==> src/rtl/sysctl_pkg.sv <==
package sysctl_pkg;

  localparam int ADDR_W = 16;
  localparam int DATA_W = 8;
  localparam int CTL_W  = 4;
  localparam int NLOCK  = 2;

  typedef enum logic [3:0] {
    SEL_NONE,
    SEL_SPECIAL,
    SEL_CPU_ID,
    SEL_FEATURE,
    SEL_STATUS,
    SEL_EQUIP,
    SEL_DISK,
    SEL_LOCK1,
    SEL_LOCK2,
    SEL_CACHE_INV,
    SEL_KEY,
    SEL_SYSCTL,
    SEL_CACHE_STAT,
    SEL_MAP
  } port_sel_e;

  localparam logic [15:0] PA_SPECIAL    = 16'h0092;
  localparam logic [15:0] PA_CPU_ID     = 16'h0800;
  localparam logic [15:0] PA_FEATURE    = 16'h0802;
  localparam logic [15:0] PA_STATUS     = 16'h0803;
  localparam logic [15:0] PA_DISK       = 16'h0808;
  localparam logic [15:0] PA_EQUIP      = 16'h080C;
  localparam logic [15:0] PA_LOCK1      = 16'h0810;
  localparam logic [15:0] PA_LOCK2      = 16'h0812;
  localparam logic [15:0] PA_CACHE_INV  = 16'h0814;
  localparam logic [15:0] PA_KEY        = 16'h0818;
  localparam logic [15:0] PA_SYSCTL     = 16'h081C;
  localparam logic [15:0] PA_CACHE_STAT = 16'h0823;
  localparam logic [15:0] PA_MAP        = 16'h0850;

  localparam logic [7:0] VAL_CPU_ID     = 8'hEF;
  localparam logic [7:0] VAL_FEATURE    = 8'hAD;
  localparam logic [7:0] VAL_STATUS     = 8'hE0;
  localparam logic [7:0] VAL_EQUIP      = 8'h3C;
  localparam logic [7:0] VAL_EXT_FEAT   = 8'h39;
  localparam logic [7:0] VAL_KEY        = 8'h00;
  localparam logic [7:0] VAL_CACHE_STAT = 8'h03;
  localparam logic [7:0] VAL_ZERO       = 8'h00;
  localparam logic [7:0] VAL_UNMAPPED   = 8'hFF;

  localparam port_sel_e LOCK_SEL [NLOCK] = '{SEL_LOCK1, SEL_LOCK2};

  typedef struct packed {
    logic             soft_reset;
    logic             little_endian;
    logic             disk_light;
    logic [CTL_W-1:0] sys_ctl;
    logic             map_mode;
  } ctl_state_t;

endpackage

==> src/rtl/sysctl_decode.sv <==
module sysctl_decode
  import sysctl_pkg::*;
#(
  parameter int AW = ADDR_W
) (
  input  logic [AW-1:0] addr,
  output port_sel_e     sel
);

  always_comb begin
    case (addr)
      AW'(PA_SPECIAL):    sel = SEL_SPECIAL;
      AW'(PA_CPU_ID):     sel = SEL_CPU_ID;
      AW'(PA_FEATURE):    sel = SEL_FEATURE;
      AW'(PA_STATUS):     sel = SEL_STATUS;
      AW'(PA_DISK):       sel = SEL_DISK;
      AW'(PA_EQUIP):      sel = SEL_EQUIP;
      AW'(PA_LOCK1):      sel = SEL_LOCK1;
      AW'(PA_LOCK2):      sel = SEL_LOCK2;
      AW'(PA_CACHE_INV):  sel = SEL_CACHE_INV;
      AW'(PA_KEY):        sel = SEL_KEY;
      AW'(PA_SYSCTL):     sel = SEL_SYSCTL;
      AW'(PA_CACHE_STAT): sel = SEL_CACHE_STAT;
      AW'(PA_MAP):        sel = SEL_MAP;
      default:            sel = SEL_NONE;
    endcase
  end

endmodule

==> src/rtl/sysctl_ctrl_regs.sv <==
module sysctl_ctrl_regs
  import sysctl_pkg::*;
#(
  parameter int DW = DATA_W,
  parameter int CW = CTL_W,
  parameter int NL = NLOCK
) (
  input  logic          clk,
  input  logic          rst,
  input  logic          wr,
  input  port_sel_e     sel,
  input  logic [DW-1:0] wdata,
  output ctl_state_t    state,
  output logic [NL-1:0] lock_pulse
);

  localparam int RST_BIT    = 0;
  localparam int ENDIAN_BIT = 1;

  ctl_state_t state_q;
  logic       unused_wdata;

  assign unused_wdata = ^wdata[DW-1:CW];

  // Control fields: each updates only on a write to its own port.
  always_ff @(posedge clk) begin
    if (rst) begin
      state_q <= '0;
    end else if (wr) begin
      case (sel)
        SEL_SPECIAL: begin
          state_q.soft_reset    <= wdata[RST_BIT];
          state_q.little_endian <= wdata[ENDIAN_BIT];
        end
        SEL_DISK:   state_q.disk_light <= wdata[0];
        SEL_SYSCTL: state_q.sys_ctl    <= wdata[CW-1:0];
        SEL_MAP:    state_q.map_mode   <= wdata[0];
        default:    state_q <= state_q;
      endcase
    end
  end

  // One registered pulse per lock port, data ignored.
  for (genvar g = 0; g < NL; g++) begin : g_lock
    logic pulse_q;
    always_ff @(posedge clk) begin
      if (rst) pulse_q <= 1'b0;
      else     pulse_q <= wr && (sel == LOCK_SEL[g]);
    end
    assign lock_pulse[g] = pulse_q;
  end

  assign state = state_q;

endmodule

==> src/rtl/sysctl_readmux.sv <==
module sysctl_readmux
  import sysctl_pkg::*;
#(
  parameter int DW = DATA_W
) (
  input  logic          clk,
  input  logic          rst,
  input  logic          rd,
  input  port_sel_e     sel,
  input  ctl_state_t    state,
  output logic [DW-1:0] rdata
);

  logic [DW-1:0] rd_next;
  logic [DW-1:0] rdata_q;
  logic          unused_state;

  assign unused_state = state.soft_reset ^ state.little_endian ^ state.disk_light;

  always_comb begin
    case (sel)
      SEL_SPECIAL:    rd_next = DW'(VAL_ZERO);
      SEL_CPU_ID:     rd_next = DW'(VAL_CPU_ID);
      SEL_FEATURE:    rd_next = DW'(VAL_FEATURE);
      SEL_STATUS:     rd_next = DW'(VAL_STATUS);
      SEL_EQUIP:      rd_next = DW'(VAL_EQUIP);
      SEL_LOCK1:      rd_next = DW'(VAL_EXT_FEAT);
      SEL_CACHE_INV:  rd_next = DW'(VAL_ZERO);
      SEL_KEY:        rd_next = DW'(VAL_KEY);
      SEL_SYSCTL:     rd_next = DW'(state.sys_ctl);
      SEL_CACHE_STAT: rd_next = DW'(VAL_CACHE_STAT);
      SEL_MAP:        rd_next = DW'(state.map_mode);
      default:        rd_next = DW'(VAL_UNMAPPED);
    endcase
  end

  always_ff @(posedge clk) begin
    if (rst)     rdata_q <= '0;
    else if (rd) rdata_q <= rd_next;
  end

  assign rdata = rdata_q;

endmodule

==> src/rtl/sysctl_regfile.sv <==
module sysctl_regfile
  import sysctl_pkg::*;
#(
  parameter int AW = ADDR_W,
  parameter int DW = DATA_W,
  parameter int CW = CTL_W
) (
  input  logic          clk,
  input  logic          rst,
  input  logic [AW-1:0] io_addr,
  input  logic [DW-1:0] io_wdata,
  input  logic          io_rd,
  input  logic          io_wr,
  output logic [DW-1:0] io_rdata,
  output logic          soft_reset,
  output logic          little_endian,
  output logic          disk_light,
  output logic [CW-1:0] sys_ctl,
  output logic          map_mode,
  output logic          lock1_pulse,
  output logic          lock2_pulse
);

  port_sel_e        sel;
  ctl_state_t       state;
  logic [NLOCK-1:0] lock_pulse;

  sysctl_decode #(.AW(AW)) u_decode (
    .addr (io_addr),
    .sel  (sel)
  );

  sysctl_ctrl_regs #(.DW(DW), .CW(CW), .NL(NLOCK)) u_regs (
    .clk        (clk),
    .rst        (rst),
    .wr         (io_wr),
    .sel        (sel),
    .wdata      (io_wdata),
    .state      (state),
    .lock_pulse (lock_pulse)
  );

  sysctl_readmux #(.DW(DW)) u_rmux (
    .clk   (clk),
    .rst   (rst),
    .rd    (io_rd),
    .sel   (sel),
    .state (state),
    .rdata (io_rdata)
  );

  assign soft_reset    = state.soft_reset;
  assign little_endian = state.little_endian;
  assign disk_light    = state.disk_light;
  assign sys_ctl       = state.sys_ctl;
  assign map_mode      = state.map_mode;
  assign lock1_pulse   = lock_pulse[0];
  assign lock2_pulse   = lock_pulse[1];

endmodule

==> config.mk <==
export PLATFORM = sky130hd
export DESIGN_NAME = sysctl_regfile
export DESIGN_NICKNAME = d
export VERILOG_FILES = /design/src/rtl/sysctl_pkg.sv /design/src/rtl/sysctl_decode.sv /design/src/rtl/sysctl_ctrl_regs.sv /design/src/rtl/sysctl_readmux.sv /design/src/rtl/sysctl_regfile.sv
export SDC_FILE = /design/constraint.sdc
export NUM_CORES = 1
export LEC_CHECK = 0
export BUFFER_PORTS_ARGS = -buffer_cell sky130_fd_sc_hd__buf_2
export CAP_MARGIN = 10
export CELL_PAD_IN_SITES_DETAIL_PLACEMENT = 0
export CELL_PAD_IN_SITES_GLOBAL_PLACEMENT = 1
export CORE_MARGIN = 3
export CORE_UTILIZATION = 38
export CTS_CLUSTER_SIZE = 30
export DETAILED_ROUTE_END_ITERATION = 12
export PLACE_DENSITY = 0.91
export SYNTH_ARGS = -nofsm -noshare
export SYNTH_HDL_FRONTEND = slang
export SYNTH_HIERARCHICAL = 1
export SYNTH_SLANG_ARGS = --single-unit
==> constraint.sdc <==
create_clock -name clk -period 5.27 [get_ports clk]
set_input_delay 0.7905 -clock clk [delete_from_list [all_inputs] [get_ports clk]]
set_output_delay 0.7905 -clock clk [all_outputs]
set_load 0.01 [all_outputs]
; Yosys cells after proc, flatten, opt, wreduce, memory -nomap -nowiden
; Cells that the tools add are included.
[word_totals]
register_bits = 18
latch_bits = 0
ramBits = 0
mem_bits_ro = 0
in_bits = 28
output_inout_bits = 18
elab_cells = 43
n_memories = 0
[op_classes]
n_addsub = 0
mul = 0
n_div = 0
magnitude_cmp = 0
eq_ne = 26
shift = 0
muxes = 2
n_bitwise = 0
n_reduce_logical = 7
[op_table]
columns = operator, n
row1 = $eq A16 B12 Y1 const B, 12
row2 = $pmux W8 S9, 1
row3 = $pmux W4 S13, 1
row4 = $eq A4 B4 Y1 const B, 6
row5 = $eq A16 B8 Y1 const B, 1
row6 = $eq A4 B3 Y1 const B, 4
row7 = $eq A4 B2 Y1 const B, 2
row8 = $reduce_and A2 Y1, 4
row9 = $eq A4 B1 Y1 const B, 1
row10 = $reduce_or A3 Y1, 1
row11 = $logic_and A1 B1 Y1, 2

; Depth between registers and ports, before layout
; Gate-level depths: netlist (run 1).
[depth]
ltp_word = 5
ltp_mapped = 10
depth_no_buf = 8

; Modules after synthesis
; Netlist (run 1), hierarchy kept.
[modules_own_cells]
columns = mod, n_inst, cells_each, area_each_um2, seq_area_each_um2
row1 = sysctl_readmux, 1, 65, 543.0, 160.2
row2 = sysctl_ctrl_regs, 1, 45, 459.2, 200.2
row3 = sysctl_decode, 1, 43, 300.3, 0.0

; Worst setup path after synthesis (run 1)
; Ideal clock, no wire load.
[synth_path]
path_kind = input to register
from = input io_addr[13]
to = register u_rmux.rdata_q[3] (netlist: u_rmux/rdata[3])
setup_ps = 130
arrival_ps = 2919
setup_slack_ps = 2222
path_stages = 8
n_path_buf = 1
cell_sequence = or4_4 or3_4 o311ai_2 buf_6 nor2_2 a21oi_1 o221a_1 nor3_2
[synth_between]
elab_chain_len = 5
elab_cells_between_ends = 27
cone_classes = eq/ne (24) / mux (2) / reduce/logical (1)
[synth_rtl]
columns = element, line_no
row1 = from (decl), sysctl_regfile.sv:10  ; input logic [AW-1:0] io_addr,
row2 = $eq A16 B12 Y1 / $eq A16 B8 Y1 (equally long branches), sysctl_decode.sv:11  ; case (addr)
row3 = $pmux W4 S13 (*), sysctl_decode.sv:11
row4 = net sel[2], sysctl_regfile.sv:24  ; port_sel_e sel;
row5 = $eq A4 B1 Y1 / $eq A4 B4 Y1 (equally long branches), sysctl_readmux.sv:21  ; case (sel)
row6 = $reduce_or A3 Y1 (no source line), -
row7 = $pmux W8 S9 (*), sysctl_readmux.sv:21
row8 = to (signal assigned), sysctl_readmux.sv:39  ; else if (rd) rdata_q <= rd_next;
row9 = to (decl), sysctl_readmux.sv:15  ; logic [DW-1:0] rdata_q;
; The timed path passes the listed nets; every way through them passes the cells marked *.
; A chain may end at the register's enable or synchronous reset.

; Worst setup path in the final report (run 1)
; Ends and elaborated chain as after synthesis.

==> impl_metrics.yaml, run 1 <==
critical_path:
  crit_arrival_ns: 3.14
  crit_fanout: 16
  start_kind: "input port"
  crit_path_end_kind: "flop"
  critical_path_required_ns: 5.46
  path_class: "input port to flop"
sta:
  relSlewSlack_pct: 58.6
  worst_pin_slew_ns: 0.621
  hold_viol_final: 0
  period_needed_ns: 2.95
  fin_setup_tns_ns: 0
  finalMaxSlewViolations: 0
  rsz0062_at_grt: "false"
  setup_violations: 0
  fin_crit_sh_pct: 56.1
  clock_skew_ns: 0.00814
  fmax_mhz: 339
route:
  ant_nets: 0
  drc: 0
  drt-pass1-iter-count: 4
  drt-initial-drc-count: 55
  routed_wl_um: 3050
  routedWlPerCell_um: 13.0
  via_per_inst: 5.35
  vias: 1251
clock_tree:
  cts_tree: "yes"
  htreeDepth: 1
  clk_pin_slew_ns: 0.11
  max-clock-path-buffers: 2
  cts-root-buf: "clkbuf_4"
  clk_latency_ns: 0.30
  cts_hold_buf: 0
  cts_buffers: 3
  cts_post_setup_buffers_inserted: 0
  cts_resized: 0
  cts_sinks: 18
floorplanning:
  dieArea_um2: 4170
  initial_core_util_pct: 41.3
  core_area_um2: 3150
  num_io_pins: 46
  die-width_um: 64.5
  rows: 20
  die_h_um: 64.5
global_routing:
  antenna_found_initial: 0
  grt_usage_pct: 16.1
  grt_remaining_overflow: 0
  grt_pass1_wl_um: 5510
  grt_pass1_vias: 1234
  grt_max_degree: 24
synth:
  ys.flop_type: "dfxtp_1"
  yosys_warnings: 6
  synth_nets: 181
  syn_area_um2: 1300
  async_reset_ff_share_pct: 0
  synth_edf_count: 0
  yosysUniqueCellTypes: 55
  synth-seq-area-share_pct: 27.7
  netlist_instances: 153
  ys_ff_latch: 18
  syn_area_per_cell_um2: 8.51
hold_path:
  min_path_type: "flop to flop"
job:
  max_cap_violations: 0
layout:
  area_growth_pct: 18.2
  fillers: 328
  multi_input_area_um2: 845
  diodes: 0
  fin_cells: 234
  design_area_um2: 1540
  regArea_um2: 360
  drive_gt1_share_pct: 34.7
  fin_nets: 219
power:
  power.total_w: 0.000270
  ir_worst_vdd_mv: 0.142
  pwr_density_cell_nw_per_um2: 175
  p_leak_nw: 0.632
placement:
  place_area_um2: 1500
  port_buffers: 41
  dp.cells: 230
  gp_congestion: 0.811
  dpl.hpwl_um: 2260
outcome:
  status: "finished, final reports clean"
-- worst max-delay path, cell delays in order --
cell     delay, ns
buf_2         0.09
or4_4         0.53
nor3_1        0.35
and3_1        0.63
inv_1         0.23
a21oi_1       0.24
o221a_1       0.23
nor3_2        0.05
-- state kept, by name (all words and copies together), names as in the netlist --
register	count
u_regs/g_lock.pulse_q	2
u_regs/state	8
u_rmux/rdata	8
-- synthesized netlist by cell type (all sizes together) (2+ instances only) --
library cell / instances / area [um2]
a21oi: 6 / 30.0
a22oi: 2 / 15.0
a311oi: 3 / 32.5
and2b: 2 / 16.3
and3b: 2 / 17.5
buf: 6 / 63.8
clkbuf: 5 / 18.8
dfxtp: 18 / 360
inv: 4 / 15.0
mux2i: 10 / 100
nand2: 16 / 62.6
nand2b: 16 / 100
nand3: 6 / 42.5
nand4b: 2 / 17.5
nor2: 9 / 38.8
nor2b: 4 / 32.5
nor3: 6 / 46.3
nor3b: 3 / 22.5
nor4: 2 / 12.5
o21ai: 7 / 38.8
o22ai: 2 / 12.5
o311ai: 2 / 25.0
or3: 3 / 23.8
-- cells in the final DEF, fill, tap and decap left out, drive strengths merged, types with 6 or more instances in the layout --
cell type and n:
a21oi 6, nand3 6, nand2 16, nand2b 16
nor3 6, buf 44, nor2 9, dfxtp 18
mux2i 10, o21ai 7
-- path summary, 6_finish.rpt --
kind	startpoint	end	slack, ns	depth (start not counted)
setup / recovery	io_addr[13]	u_rmux/rdata[3]	2.32	8
hold / removal	u_rmux/rdata[5]	u_rmux/rdata[5]	0.47	2
setup reg to reg	u_regs/state[1]	u_rmux/rdata[0]	4.29	4
hold reg to reg	u_rmux/rdata[5]	u_rmux/rdata[5]	0.47	2
-- cells by family (layout without fill, tap and decap cells) --
logic type / Yosys count / in the layout / synth area share [%]
xor+xnor: 1 / 1 / 0.673
flops: 18 / 18 / 27.7
simple gates: 77 / 77 / 37.3
compound gates: 32 / 32 / 19.2
buf+inv: 15 / 52 / 7.49
mux: 10 / 10 / 7.69
-- area by class of cell --
class	instances	share of cell area [%]
timing repair buffer	44	14.8
tap	44	3.58
clock buffer	4	2.36
sequential	18	23.4
inverter	4	0.976
multi-input combinational	120	54.9
-- metrics by stage --
stage               setup WS, ns  hold WS [ns]  utilization [%]
finish                      2.32         0.471             48.8
global route                2.08         0.513             48.8
CTS                         2.37         0.468             48.8
detailed placement          2.04         0.451             47.7
global placement            2.10         0.448             47.7
floorplan                   2.22         0.481                -
-- metal layers --
metal | track usage (%) | vias to the layer above | routed length [um]
met5 | 0 | - | 0
met4 | 2.64 | 0 | 6
met3 | 4.33 | 2 | 171
met2 | 27.7 | 35 | 1460
met1 | 20.5 | 583 | 1420
li1 | - | 631 | -
-- where the power goes --
group           total, W  switching (W)  internal (W)
clock network  0.0000854      0.0000433     0.0000421
registers       0.000142     0.00000209      0.000140
logic          0.0000420      0.0000227     0.0000193
(Power assumes the default switching activity.)
==> run 2, diff against run 1 <==
--- a/config.mk
+++ b/config.mk
@@ -10,10 +10,10 @@
 export CELL_PAD_IN_SITES_DETAIL_PLACEMENT = 0
 export CELL_PAD_IN_SITES_GLOBAL_PLACEMENT = 1
 export CORE_MARGIN = 3
-export CORE_UTILIZATION = 38
+export CORE_UTILIZATION = 36
 export CTS_CLUSTER_SIZE = 30
 export DETAILED_ROUTE_END_ITERATION = 12
-export PLACE_DENSITY = 0.91
+export PLACE_DENSITY = 0.87
 export SYNTH_ARGS = -nofsm -noshare
 export SYNTH_HDL_FRONTEND = slang
 export SYNTH_HIERARCHICAL = 1
==> constraint.sdc (replaced) <==
create_clock -name clk -period 2.88 [get_ports clk]
set_input_delay 0.432 -clock clk [delete_from_list [all_inputs] [get_ports clk]]
set_output_delay 0.432 -clock clk [all_outputs]
set_load 0.01 [all_outputs]
==> run 2 against run 1 <==
  * Critical path depth grew 1
  * Largest cell class unchanged
  * Hold slack lost 0.066 ns
  * Cell count grew 1.3%
  * Non-clock buffer count grew 2
  * Clock skew shrank 0.0073 ns
  * Sequential power grew 83%
  * Highest routed layer unchanged
  * Largest power group unchanged
  * Via count shrank 2.5%
==> impl_metrics.yaml, run 2 (same netlist as run 1, synthesis figures left out) <==
critical_path:
  crit_arrival_ns: 2.61
  path_class: "input port to flop"
  crit_path_end_kind: "flop"
  crit_fanout: 12
  start_kind: "input port"
  critical_path_required_ns: 3.05
job:
  max_cap_violations: 0
clock_tree:
  max-clock-path-buffers: 2
  cts_resized: 0
  clk_pin_slew_ns: 0.09
  cts_hold_buf: 0
  cts-root-buf: "clkbuf_4"
  htreeDepth: 1
  cts_post_setup_buffers_inserted: 0
  cts_tree: "yes"
  clk_latency_ns: 0.28
  cts_buffers: 3
  cts_sinks: 18
route:
  drt-pass1-iter-count: 4
  via_per_inst: 5.15
  drt-initial-drc-count: 56
  routedWlPerCell_um: 11.9
  routed_wl_um: 2830
  ant_nets: 0
  vias: 1220
  drc: 0
placement:
  port_buffers: 41
  gp_congestion: 0.781
  preCtsSetupSlack_ns: 0.154
  dpl.hpwl_um: 2120
  dp.cells: 234
layout:
  diodes: 0
  area_growth_pct: 19.4
  drive_gt1_share_pct: 35.1
  fin_cells: 237
  fin_nets: 221
  final_common_cell: "buf_2"
  layout_common_cells: "buf_2, dfxtp_1, nand2b_1"
sta:
  worst_pin_slew_ns: 0.411
  period_needed_ns: 2.45
  finalMaxSlewViolations: 0
  relSlewSlack_pct: 72.6
  fin_crit_sh_pct: 84.9
  finalWorstSetupSlack_ns: 0.435
  setup_violations: 0
  fmax_mhz: 409
  rsz0062_at_grt: "false"
  clock_skew_ns: 0.000880
  hold_viol_final: 0
  fin_setup_tns_ns: 0
global_routing:
  antenna_found_initial: 0
  grt_remaining_overflow: 0
  grt_pass1_wl_um: 4410
  grt_max_degree: 24
  grt_usage_pct: 12.5
  grt_pass1_vias: 1035
floorplanning:
  initial_core_util_pct: 38.1
  core_area_um2: 3420
  die-width_um: 66.2
  rows: 21
  die_h_um: 66.2
  dieArea_um2: 4380
  num_io_pins: 46
hold_path:
  min_path_type: "input port to flop"
power:
  pwr_density_cell_nw_per_um2: 291
  p_leak_nw: 0.638
  ir_worst_vdd_mv: 0.248
outcome:
  status: "finished, final reports clean"
run 2: changes by cell type in the layout (fill, tap and decap cells not counted):
cell,before,now
buf_12,0,1
buf_4,3,4
clkbuf_8,1,0
run 2: worst paths after layout:
check	start	endpoint	slack (ns)	cells after the start
setup / recovery	io_addr[13]	u_rmux/rdata[3]	0.43	9
hold reg to reg	u_rmux/rdata[1]	u_rmux/rdata[1]	0.46	2
hold / removal	io_wdata[2]	u_regs/state[3]	0.40	3
setup reg to reg	u_regs/state[1]	u_rmux/rdata[0]	1.91	4
run 2: where the power goes:
group          internal, W  switching, W
clock            0.0000485     0.0000683
combinational    0.0000353     0.0000410
sequential        0.000257    0.00000317
total             0.000340      0.000112
run 2: area by class of cell:
type,instances,area [um2]
repair buffers,46,255
flip-flops and latches,18,360
multi-input cells,120,845
inverters,4,15.0
clock buffers,3,22.5
well taps,46,57.6
fillers,376,1860
run 2: through the flow:
stage / utilization, % / hold slack [ns] / area, um2 / total power [W]
finish: 45.5 / 0.405 / 1560 / 0.000453
global route: 45.5 / 0.385 / 1560 / 0.000481
CTS: 45.5 / 0.397 / 1560 / 0.000458
detailed placement: 44.9 / 0.453 / 1530 / 0.000342
global placement: 44.9 / 0.446 / 1530 / 0.000341
floorplan: - / 0.481 / 1300 / 0.000308
run 2: critical path: stages:
cell,delay (ns)
buf_2,0.09
or4_4,0.53
or3_4,0.40
o311ai_2,0.38
buf_12,0.19
nor2_2,0.05
a21oi_1,0.23
o221a_1,0.25
nor3_2,0.05
run 2: metal layers:
layer  wire [um]  global-route usage (%)  up-vias
li1            -                       -      633
met1        1420                    17.4      555
met2        1210                    19.5       30
met3         183                    4.08        2
met4          11                    1.52        0
met5           0                       0        -
==> run 3, diff against run 2 <==
--- a/config.mk
+++ b/config.mk
@@ -10,10 +10,10 @@
 export CELL_PAD_IN_SITES_DETAIL_PLACEMENT = 0
 export CELL_PAD_IN_SITES_GLOBAL_PLACEMENT = 1
 export CORE_MARGIN = 3
-export CORE_UTILIZATION = 36
+export CORE_UTILIZATION = 32
 export CTS_CLUSTER_SIZE = 30
 export DETAILED_ROUTE_END_ITERATION = 12
-export PLACE_DENSITY = 0.87
+export PLACE_DENSITY = 0.82
 export SYNTH_ARGS = -nofsm -noshare
 export SYNTH_HDL_FRONTEND = slang
 export SYNTH_HIERARCHICAL = 1
==> constraint.sdc (replaced) <==
create_clock -name clk -period 2 [get_ports clk]
set_input_delay 0.3 -clock clk [delete_from_list [all_inputs] [get_ports clk]]
set_output_delay 0.3 -clock clk [all_outputs]
set_load 0.01 [all_outputs]
==> run 3 against run 2 <==
  * The flow now finishes with violations (setup timing)
  * Via count up 9.4%
  * Cell count is 15% higher
  * Register-to-register slack lost 0.96 ns
  * Non-clock buffer count rose by 33
  * Global-route usage grew 2.1 points
  * Sequential share of layout area is 4.7 points lower
  * Highest routed layer unchanged
  * Clock-buffer cell count increased by 1
  * Clock skew up 0.0013 ns
  * Core utilization rose by 5.9 points
  * Sequential power increased by 44%
  * Clock power rose to 2.5 times the previous value
==> impl_metrics.yaml, run 3 (same netlist as run 1, synthesis figures left out) <==
outcome:
  status: "finished, violations left"
  violations: "setup timing"
critical_path:
  cp_cell_sequence: "buf_6 > or4_4 > or3_4 > o311ai_4 > buf_6 > nor2_4 > a21oi_2 > o221a_1 > nor3_2"
  ff2ff_path_depth: 4
  path_depth: 9
  endpoint: "u_rmux/rdata[3]"
  start_kind: "input port"
  path_class: "input port to flop"
  r2r-end: "u_rmux/rdata[0]"
  critical_path_required_ns: 2.13
  crit_family: "simple AND/OR/NAND/NOR gates"
  crit_arrival_ns: 2.30
  crit_slowest_cell: "or4_4"
  crit_path_start: "io_addr[14]"
  r2r-start: "u_regs/state[1]"
  path_common_cell: "buf_6"
  crit_path_end_kind: "flop"
  worst-path-buf-inv: 2
  crit_fanout: 4
  r2r_setup_slack_ns: 0.95
  critPathMaxStageDelay_ns: 0.54
placement:
  dpl.hpwl_um: 2530
  gp_congestion: 0.810
  port_buffers: 41
floorplanning:
  rows: 22
  initial_core_util_pct: 34.3
  core_area_um2: 3800
  die_h_um: 69.8
  num_io_pins: 46
  die-width_um: 69.8
  dieArea_um2: 4870
sta:
  whs_ns: 0.304
  worst_pin_slew_ns: 0.374
  clock_skew_ns: 0.00221
  period_needed_ns: 2.16
  fin_crit_sh_pct: 108
  rsz0062_at_grt: "true"
  fmax_mhz: 462
  finalMaxSlewViolations: 0
  finalWorstSetupSlack_ns: -0.164
  hold_viol_final: 0
  setup_violations: 15
  relSlewSlack_pct: 75.1
  fin_setup_tns_ns: -0.989
route:
  routedWlPerCell_um: 12.5
  drt-pass1-iter-count: 4
  drc: 0
  vias: 1335
  wl_met3_um: 177
  drt-initial-drc-count: 71
  wl_met1_um: 1560
  routed_wl_um: 3410
  wl_met2_um: 1670
  via_per_inst: 4.89
  ant_nets: 0
  routed.top_layer: "met4"
power:
  pwr_density_cell_nw_per_um2: 412
  ir_worst_vdd_mv: 0.327
  p_leak_nw: 0.867
global_routing:
  grt_usage_pct: 14.6
  grt_pass1_vias: 1320
  grt_max_degree: 24
  antenna_found_initial: 0
  grt_remaining_overflow: 0
  grt_pass1_wl_um: 5980
clock_tree:
  clk_latency_ns: 0.25
  max-clock-path-buffers: 2
  cts_sinks: 18
  cts-root-buf: "clkbuf_8"
  clk_pin_slew_ns: 0.07
  htreeDepth: 1
  cts_tree: "yes"
  cts_buffers: 3
hold_path:
  min_path_type: "input port to flop"
layout:
  layout_common_cells: "buf_2, buf_4, dfxtp_1"
  drive_gt1_share_pct: 50.7
  area_growth_pct: 50.0
  fin_nets: 254
  final_common_cell: "buf_2"
  final_core_util_pct: 51.4
  diodes: 0
job:
  max_cap_violations: 0
-- run 3: changes by cell type in the layout (fill, tap and decap cells not counted), sizes merged --
cell    previous run  this run
buf               46        79
clkbuf             3         4
-- run 3: repair_timing --
item / 4_1_cts / 5_1_grt
hold buffers: 0 / 0
resized for setup: 10 / 8
endpoints found under the setup margin: 16 / 17
buffers inserted: 5 / 1
hold endpoints to repair: 0 / 0
pin swaps: 11 / 5
-- run 3: how the worst min path moves through the flow --
stage | start | end | depth (start not counted)
after floorplan | io_wdata[2] | u_regs/state[3] | 2
after global placement | u_rmux/rdata[1] | u_rmux/rdata[1] | 2
after detailed placement | u_rmux/rdata[1] | u_rmux/rdata[1] | 2
after CTS | io_wdata[3] | u_regs/state[4] | 3
after global routing | io_wdata[3] | u_regs/state[4] | 3
final | io_wdata[3] | u_regs/state[4] | 3
-- run 3: final cells by class --
type	instances	area, um2
Clock buffer	4	55.1
Fill cell	369	1840
Inverter	4	15.0
Multi-Input combinational cell	120	927
Sequential cell	18	360
Tap cell	48	60.1
Timing Repair Buffer	79	537
-- run 3: report_power, final --
part	switching (W)	internal [W]	total, W	leakage (nW)
sequential	0.00000505	0.000370	0.000375	0.148
clock	0.000119	0.000175	0.000294	0.0288
combinational	0.0000680	0.0000691	0.000137	0.691
total	0.000192	0.000614	0.000806	0.867
-- run 3: tightest hold or removal path, cell delays in order --
cell and delay, ns:
buf_2 0.10, nand2b_1 0.06, mux2i_1 0.06
-- run 3: through the flow --
stage	instance area [um2]	total power [W]	instances	setup WS, ns
floorplan	1320	0.000445	153	-0.390
global placement	1770	0.000514	263	-0.466
detailed placement	1770	0.000515	263	-0.470
CTS	1920	0.000817	272	-0.0908
global route	1950	0.000855	273	-0.226
finish	1950	0.000806	273	-0.164
-- run 3: layer usage --
layer	vias up	track usage (%)
met5	-	0
met4	0	2.55
met3	2	4.20
met2	26	24.0
met1	605	19.1
li1	702	-
